==> src/rtl/ivc_pkg.sv <==
package ivc_pkg;
  localparam int DATA_W   = 8;
  localparam int ADDR_W   = 4;
  localparam int GP_N     = 8;
  localparam int CH_N     = 2 * GP_N;
  localparam int HALF_W   = CH_N / 2;
  localparam int CHAN_W   = $clog2(CH_N);
  localparam int NUM_REGS = 10;

  typedef enum logic [ADDR_W-1:0] {
    REG_LINE    = 4'd0,
    REG_EDGE    = 4'd1,
    REG_DIR     = 4'd2,
    REG_EN_HI   = 4'd3,
    REG_EN_LO   = 4'd4,
    REG_PEND_HI = 4'd5,
    REG_PEND_LO = 4'd6,
    REG_MASK_HI = 4'd7,
    REG_MASK_LO = 4'd8,
    REG_VEC     = 4'd9
  } regAddrE;

  typedef struct packed {
    logic [NUM_REGS-1:0] wrHit;
    logic                rdHit;
    logic [ADDR_W-1:0]   rdAddr;
    logic                ackTake;
    logic [CHAN_W-1:0]   ackChan;
  } ctrlStrobesT;
endpackage

==> src/rtl/ivc_control.sv <==
module ivc_control
  import ivc_pkg::*;
(
  input  logic              clk,
  input  logic              rstN,
  input  logic              sel,
  input  logic              wrEn,
  input  logic [ADDR_W-1:0] addr,
  input  logic              ackN,
  input  logic              enInN,
  input  logic [CH_N-1:0]   activeVec,
  output ctrlStrobesT       strobes
);
  logic [NUM_REGS-1:0] wrHitV;
  logic [CHAN_W-1:0]   winner;

  for (genvar k = 0; k < NUM_REGS; k++) begin : g_dec
    assign wrHitV[k] = sel && wrEn && (addr == ADDR_W'(k));
  end

  // Ascending scan: the last hit, the highest channel, wins
  always_comb begin
    winner = '0;
    for (int i = 0; i < CH_N; i++) begin
      if (activeVec[i]) winner = CHAN_W'(i);
    end
  end

  always_comb begin
    strobes.wrHit   = wrHitV;
    strobes.rdHit   = sel && !wrEn;
    strobes.rdAddr  = addr;
    strobes.ackTake = !ackN && !enInN && (|activeVec);
    strobes.ackChan = winner;
  end

  AST_NO_SEL_WITH_ACK: assert property (@(posedge clk) disable iff (!rstN)
    !(sel && !ackN));
  AST_ACK_SERVES_ACTIVE: assert property (@(posedge clk) disable iff (!rstN)
    strobes.ackTake |-> activeVec[strobes.ackChan]);
  AST_ACK_IS_HIGHEST: assert property (@(posedge clk) disable iff (!rstN)
    strobes.ackTake |-> ((activeVec >> strobes.ackChan) == CH_N'(1)));
endmodule

==> src/rtl/ivc_datapath.sv <==
module ivc_datapath
  import ivc_pkg::*;
(
  input  logic              clk,
  input  logic              rstN,
  input  ctrlStrobesT       strobes,
  input  logic [DATA_W-1:0] wrData,
  input  logic [GP_N-1:0]   gpIn,
  input  logic [GP_N-1:0]   periphEvt,
  output logic [CH_N-1:0]   activeVec,
  output logic [DATA_W-1:0] dataOut,
  output logic              vecStrobe,
  output logic [GP_N-1:0]   gpOut,
  output logic [GP_N-1:0]   gpDir
);
  localparam int NIB_W = DATA_W - CHAN_W;

  logic [CH_N-1:0]   pendQ, maskQ, enQ;
  logic [CH_N-1:0]   pendKeep, maskNext, enNext, pendNext, ackClr, evtVec;
  logic [GP_N-1:0]   edgeQ, prevQ, evtGp;
  logic [NIB_W-1:0]  vecBaseQ;
  logic [DATA_W-1:0] rdValue;

  // Edge detect on the general lines, picked per line by edgeQ
  assign evtGp  = (edgeQ & gpIn & ~prevQ) | (~edgeQ & ~gpIn & prevQ);
  assign evtVec = {periphEvt, evtGp};

  for (genvar h = 0; h < 2; h++) begin : g_half
    localparam int LO     = h * HALF_W;
    localparam int EN_IX  = (h == 1) ? int'(REG_EN_HI)   : int'(REG_EN_LO);
    localparam int MSK_IX = (h == 1) ? int'(REG_MASK_HI) : int'(REG_MASK_LO);
    localparam int PND_IX = (h == 1) ? int'(REG_PEND_HI) : int'(REG_PEND_LO);
    assign enNext[LO+:HALF_W]   = strobes.wrHit[EN_IX]  ? wrData : enQ[LO+:HALF_W];
    assign maskNext[LO+:HALF_W] = strobes.wrHit[MSK_IX] ? wrData : maskQ[LO+:HALF_W];
    assign pendKeep[LO+:HALF_W] = strobes.wrHit[PND_IX] ? (pendQ[LO+:HALF_W] & wrData)
                                                        : pendQ[LO+:HALF_W];
  end

  assign ackClr    = strobes.ackTake ? (CH_N'(1) << strobes.ackChan) : '0;
  assign pendNext  = (pendKeep & ~ackClr) | (evtVec & enQ);
  assign activeVec = pendQ & maskQ;

  always_comb begin
    case (strobes.rdAddr)
      REG_LINE:    rdValue = (gpOut & gpDir) | (gpIn & ~gpDir);
      REG_EDGE:    rdValue = edgeQ;
      REG_DIR:     rdValue = gpDir;
      REG_EN_HI:   rdValue = enQ[CH_N-1:HALF_W];
      REG_EN_LO:   rdValue = enQ[HALF_W-1:0];
      REG_PEND_HI: rdValue = pendQ[CH_N-1:HALF_W];
      REG_PEND_LO: rdValue = pendQ[HALF_W-1:0];
      REG_MASK_HI: rdValue = maskQ[CH_N-1:HALF_W];
      REG_MASK_LO: rdValue = maskQ[HALF_W-1:0];
      REG_VEC:     rdValue = {vecBaseQ, {CHAN_W{1'b0}}};
      default:     rdValue = '0;
    endcase
  end

  always_ff @(posedge clk or negedge rstN) begin
    if (!rstN) begin
      pendQ     <= '0;
      maskQ     <= '0;
      enQ       <= '0;
      edgeQ     <= '0;
      prevQ     <= '0;
      gpOut     <= '0;
      gpDir     <= '0;
      vecBaseQ  <= '0;
      dataOut   <= '0;
      vecStrobe <= 1'b0;
    end else begin
      pendQ     <= pendNext;
      maskQ     <= maskNext;
      enQ       <= enNext;
      prevQ     <= gpIn;
      vecStrobe <= strobes.ackTake;
      if (strobes.wrHit[REG_EDGE]) edgeQ    <= wrData;
      if (strobes.wrHit[REG_DIR])  gpDir    <= wrData;
      if (strobes.wrHit[REG_LINE]) gpOut    <= wrData;
      if (strobes.wrHit[REG_VEC])  vecBaseQ <= wrData[DATA_W-1:CHAN_W];
      if (strobes.ackTake)         dataOut  <= {vecBaseQ, strobes.ackChan};
      else if (strobes.rdHit)      dataOut  <= rdValue;
    end
  end

  for (genvar c = 0; c < CH_N; c++) begin : g_chk
    AST_PEND_NEEDS_ENABLE: assert property (@(posedge clk) disable iff (!rstN)
      $rose(pendQ[c]) |-> $past(enQ[c]));
  end

  AST_VECTOR_FOLLOWS_ACK: assert property (@(posedge clk) disable iff (!rstN)
    strobes.ackTake |=> (vecStrobe && dataOut[CHAN_W-1:0] == $past(strobes.ackChan)));
  AST_NO_STRAY_VECTOR: assert property (@(posedge clk) disable iff (!rstN)
    !$past(strobes.ackTake) |-> !vecStrobe);
endmodule

==> src/rtl/irq_vector_ctrl.sv <==
module irq_vector_ctrl
  import ivc_pkg::*;
(
  input  logic              clk,
  input  logic              rstN,
  input  logic              sel,
  input  logic              wrEn,
  input  logic [ADDR_W-1:0] addr,
  input  logic [DATA_W-1:0] wrData,
  output logic [DATA_W-1:0] dataOut,
  output logic              vecStrobe,
  input  logic              ackN,
  input  logic              enInN,
  output logic              enOutN,
  output logic              irqN,
  input  logic [GP_N-1:0]   gpIn,
  output logic [GP_N-1:0]   gpOut,
  output logic [GP_N-1:0]   gpDir,
  input  logic [GP_N-1:0]   periphEvt
);
  ctrlStrobesT     strobes;
  logic [CH_N-1:0] activeVec;

  ivc_control u_control (
    .clk(clk), .rstN(rstN), .sel(sel), .wrEn(wrEn), .addr(addr),
    .ackN(ackN), .enInN(enInN), .activeVec(activeVec), .strobes(strobes)
  );

  ivc_datapath u_datapath (
    .clk(clk), .rstN(rstN), .strobes(strobes), .wrData(wrData),
    .gpIn(gpIn), .periphEvt(periphEvt), .activeVec(activeVec),
    .dataOut(dataOut), .vecStrobe(vecStrobe), .gpOut(gpOut), .gpDir(gpDir)
  );

  assign irqN   = ~(|activeVec);
  assign enOutN = enInN | (|activeVec);

  AST_CHAIN_BLOCKED: assert property (@(posedge clk) disable iff (!rstN)
    !irqN |-> enOutN);
  AST_ACK_ONLY_WITH_CHAIN: assert property (@(posedge clk) disable iff (!rstN)
    vecStrobe |-> $past(!enInN && !irqN));
  AST_MASK_CLEAR_QUIETS: assert property (@(posedge clk) disable iff (!rstN)
    (sel && wrEn && addr == REG_MASK_HI && wrData == '0) ##1
    (sel && wrEn && addr == REG_MASK_LO && wrData == '0) |=> irqN);
endmodule

==> config.mk <==
export PLATFORM = sky130hd
export DESIGN_NAME = irq_vector_ctrl
export DESIGN_NICKNAME = d
export VERILOG_FILES = /design/src/rtl/ivc_pkg.sv /design/src/rtl/ivc_control.sv /design/src/rtl/ivc_datapath.sv /design/src/rtl/irq_vector_ctrl.sv
export SDC_FILE = /design/constraint.sdc
export NUM_CORES = 1
export LEC_CHECK = 0
export BUFFER_PORTS_ARGS = -buffer_cell sky130_fd_sc_hd__clkbuf_2
export CAP_MARGIN = 20
export CELL_PAD_IN_SITES_DETAIL_PLACEMENT = 0
export CELL_PAD_IN_SITES_GLOBAL_PLACEMENT = 1
export CORE_ASPECT_RATIO = 1.1
export CORE_UTILIZATION = 49
export DETAILED_ROUTE_END_ITERATION = 6
export GPL_TIMING_DRIVEN = 0
export PLACE_DENSITY = 0.83
export SETUP_SLACK_MARGIN = 0.05
export SYNTH_ARGS = -nofsm -noshare
export SYNTH_HDL_FRONTEND = slang
export SYNTH_SLANG_ARGS = --single-unit
export TNS_END_PERCENT = 5
==> constraint.sdc <==
create_clock -name clk -period 3.4 [get_ports clk]
set_input_delay 0.34 -clock clk [delete_from_list [all_inputs] [get_ports clk]]
set_output_delay 0.34 -clock clk [all_outputs]
set_load 0.005 [all_outputs]
==> reports/metrics.cfg <==
[synthesis]
synth_warnings=0
synth_top_area_cell=dfrtp_1
syn_avg_cell_area_um2=10.3
synth-seq-cells=93
syn_nets=506
synthDistinctLibCells=53
synth_ff_type=dfrtp_1
yosysSeqAreaShare_pct=47.9
synthArstFlopShare_pct=100
syn_area_um2=4860
yosys-top-cells-area=dfrtp_1 48%, mux2_2 15%, nand2_1 5.3%, o21ai_0 4.0%, mux2i_1 2.3%
synth_cells=472
synth_edf_count=0
synth_top_area_share_pct=47.9

[cts]
path_clk_slew_ps=90
cts_root_buf=clkbuf_8
ctsHtreeMaxLevel=3
cts_tree=done
clk_path_buf_depth=2
cts.sinks=93
tritoncts.num_buffers=9
cts_resized=0
hold_buffers=0
cts_setup_buffers=0
insertion_delay_ps=380

[placed_design]
io_buffers=54
hpwl_um=11100
dpl.cell_count=644
gp_congestion=0.968

[floorplanning]
core_um2=9490
die_x_um=97.0
dieArea_um2=10300
start_util_pct=51.2
die_h_um=106
io_pins=61
row_count=37

[timing]
slew_headroom_pct=31.5
timing.final.crit_share_pct=66.9
fin_skew_ps=10.0
setup_viol=0
worstMarginPinSlew_ps=1020
report.final.hold_viol_count=2
final.setup.tns_ps=0
post-route-min-period_ps=2270
hold_slack_ps=-3.63
rsz0062_at_grt=no
slew_viol_final=0
fmax_mhz=440

[detailed_routing]
initialDrtViolationCount=340
wl_um=15400
vias_per_cell=6.34
drtPass1Iterations=5
drt.antenna.violating_nets=0
via_count=4185
route.detailed.drc=0
routedWlPerCell_um=23.3

[finish]
fillers=843
finalNonFillerCells=660
diodes=0
drive_above_1_share_pct=29.1
area_delta_synth_final_pct=13.1
fin_nets=572

[grt]
overflow=0
first_global_vias=4083
antenna_found_initial=0
grt_pass1_wl_um=24000
grt.total_usage_pct=31.8
grt_max_degree=50

[critical_path]
arrival_ps=1930
path_class=reg2out
crit_required_ps=3060
ff2ff_path_depth=6
worst_setup_path_end_kind=output port
cp-start-kind=register
r2r_slack_ps=1130
cp_max_fo=6

[min_path]
hold_class=in2async

[power]
p_per_area_nw_per_um2=611
ir_worst_vdd_mv=0.285
p_leak_uw=0.00241

[job]
maxCapViolCount=0

[status]
outcome=finished, violations left
violations=negative hold slack

cells in the final DEF, fill, tap and decap left out, types with 5 or more instances in the layout:
| cell type | Yosys | routed |
|---|---|---|
| o21ai_1 | 15 | 15 |
| nor2b_1 | 7 | 7 |
| nand4_1 | 5 | 5 |
| clkbuf_8 | 0 | 10 |
| nand2b_1 | 9 | 9 |
| mux2_2 | 65 | 65 |
| clkbuf_2 | 0 | 53 |
| nor2_1 | 19 | 19 |
| a21oi_1 | 12 | 12 |
| mux2i_1 | 11 | 11 |
| o21ai_0 | 39 | 39 |
| buf_2 | 13 | 13 |
| a22oi_1 | 11 | 11 |
| nor3_1 | 16 | 16 |
| buf_1 | 6 | 6 |
| nand3_1 | 13 | 13 |
| dfrtp_1 | 93 | 93 |
| nand2_1 | 68 | 68 |
| o211ai_1 | 6 | 6 |
metal layers:
layer | wire (um) | global-route usage (%) | vias up
li1 | - | - | 1894
met1 | 6780 | 44.0 | 2068
met2 | 7180 | 49.9 | 185
met3 | 900 | 4.14 | 38
met4 | 507 | 14.7 | 0
met5 | 0 | 0 | -
stage by stage:
stage                     util [%]  setup WS [ps]  instance area, um2  power, uW
after global routing          57.9            949                5500       3560
after floorplan                  -           1610                4860       2210
after detailed placement      55.9            939                5310       2610
final                         57.9           1130                5500       3360
after global placement        55.6            915                5280       2580
after CTS                     57.9           1130                5500       3360
flip-flops by register name (all words and copies together) (netlist names):
signal                count
u_datapath.maskQ         16
u_datapath.dataOut        8
u_datapath.pendQ         16
u_datapath.prevQ          8
u_datapath.vecStrobe      1
u_datapath.vecBaseQ       4
u_datapath.edgeQ          8
u_datapath.enQ           16
u_datapath.gpDir          8
u_datapath.gpOut          8
power by group:
part	internal [uW]	leakage (uW)	switching (uW)	total, uW
clock network	356	0.000103	394	749
registers	1360	0.00114	287	1650
logic	431	0.00117	532	964
cell usage after synthesis (3+ instances only):
cell and number:
buf_2 13, nor3b_1 3, inv_1 3, a221oi_1 4
a32oi_1 4, a221o_1 3, nand3_1 13, o21ai_1 15
mux2i_1 11, a21oi_1 12, nor4_1 3, buf_1 6
nor2b_1 7, o22ai_1 3, o21ai_0 39, a31oi_1 4
nor3_1 16, dfrtp_1 93, o211ai_1 6, nand2_1 68
mux2_2 65, a22oi_1 11, nand4_1 5, nor2_1 19
nand2b_1 9
cell families (layout without fill, tap and decap cells):
family,Yosys count,after routing,share of synthesized area (%)
muxes,79,79,18.2
buffers and inverters,23,94,2.11
DFF,93,93,47.9
AOI/OAI and AO/OA,120,120,16.0
and+or+nand+nor,157,157,15.7
worst paths after layout:
path | start | endpoint
worst max-delay path | u_datapath.pendQ[11] | enOutN
worst min-delay path | rstN | u_datapath.dataOut[7]
worst max register to register | u_datapath.pendQ[11] | u_datapath.pendQ[1]
worst min register to register | u_datapath.enQ[11] | u_datapath.pendQ[11]
max in group asynchronous | rstN | u_datapath.maskQ[2]
min in group clk | gpIn[3] | u_datapath.prevQ[3]
layout make-up:
class	count	area (um2)	area share (%)
flip-flops and latches	93	2330	42.3
plain buffers	20	91.3	1.66
clock inverters	5	50.0	0.910
well taps	117	146	2.66
repair buffers	55	300	5.46
multi-input cells	356	2430	44.2
inverters	3	11.3	0.205
clock buffers	11	141	2.57
critical path, cell delays in order (launching register included):
cell,delay (ps)
dfrtp_1,460
a22oi_1,340
nand4_1,270
nor3_4,310
nand2b_1,80
clkbuf_2,110
Note: power is estimated with default switching activity, not from simulation.
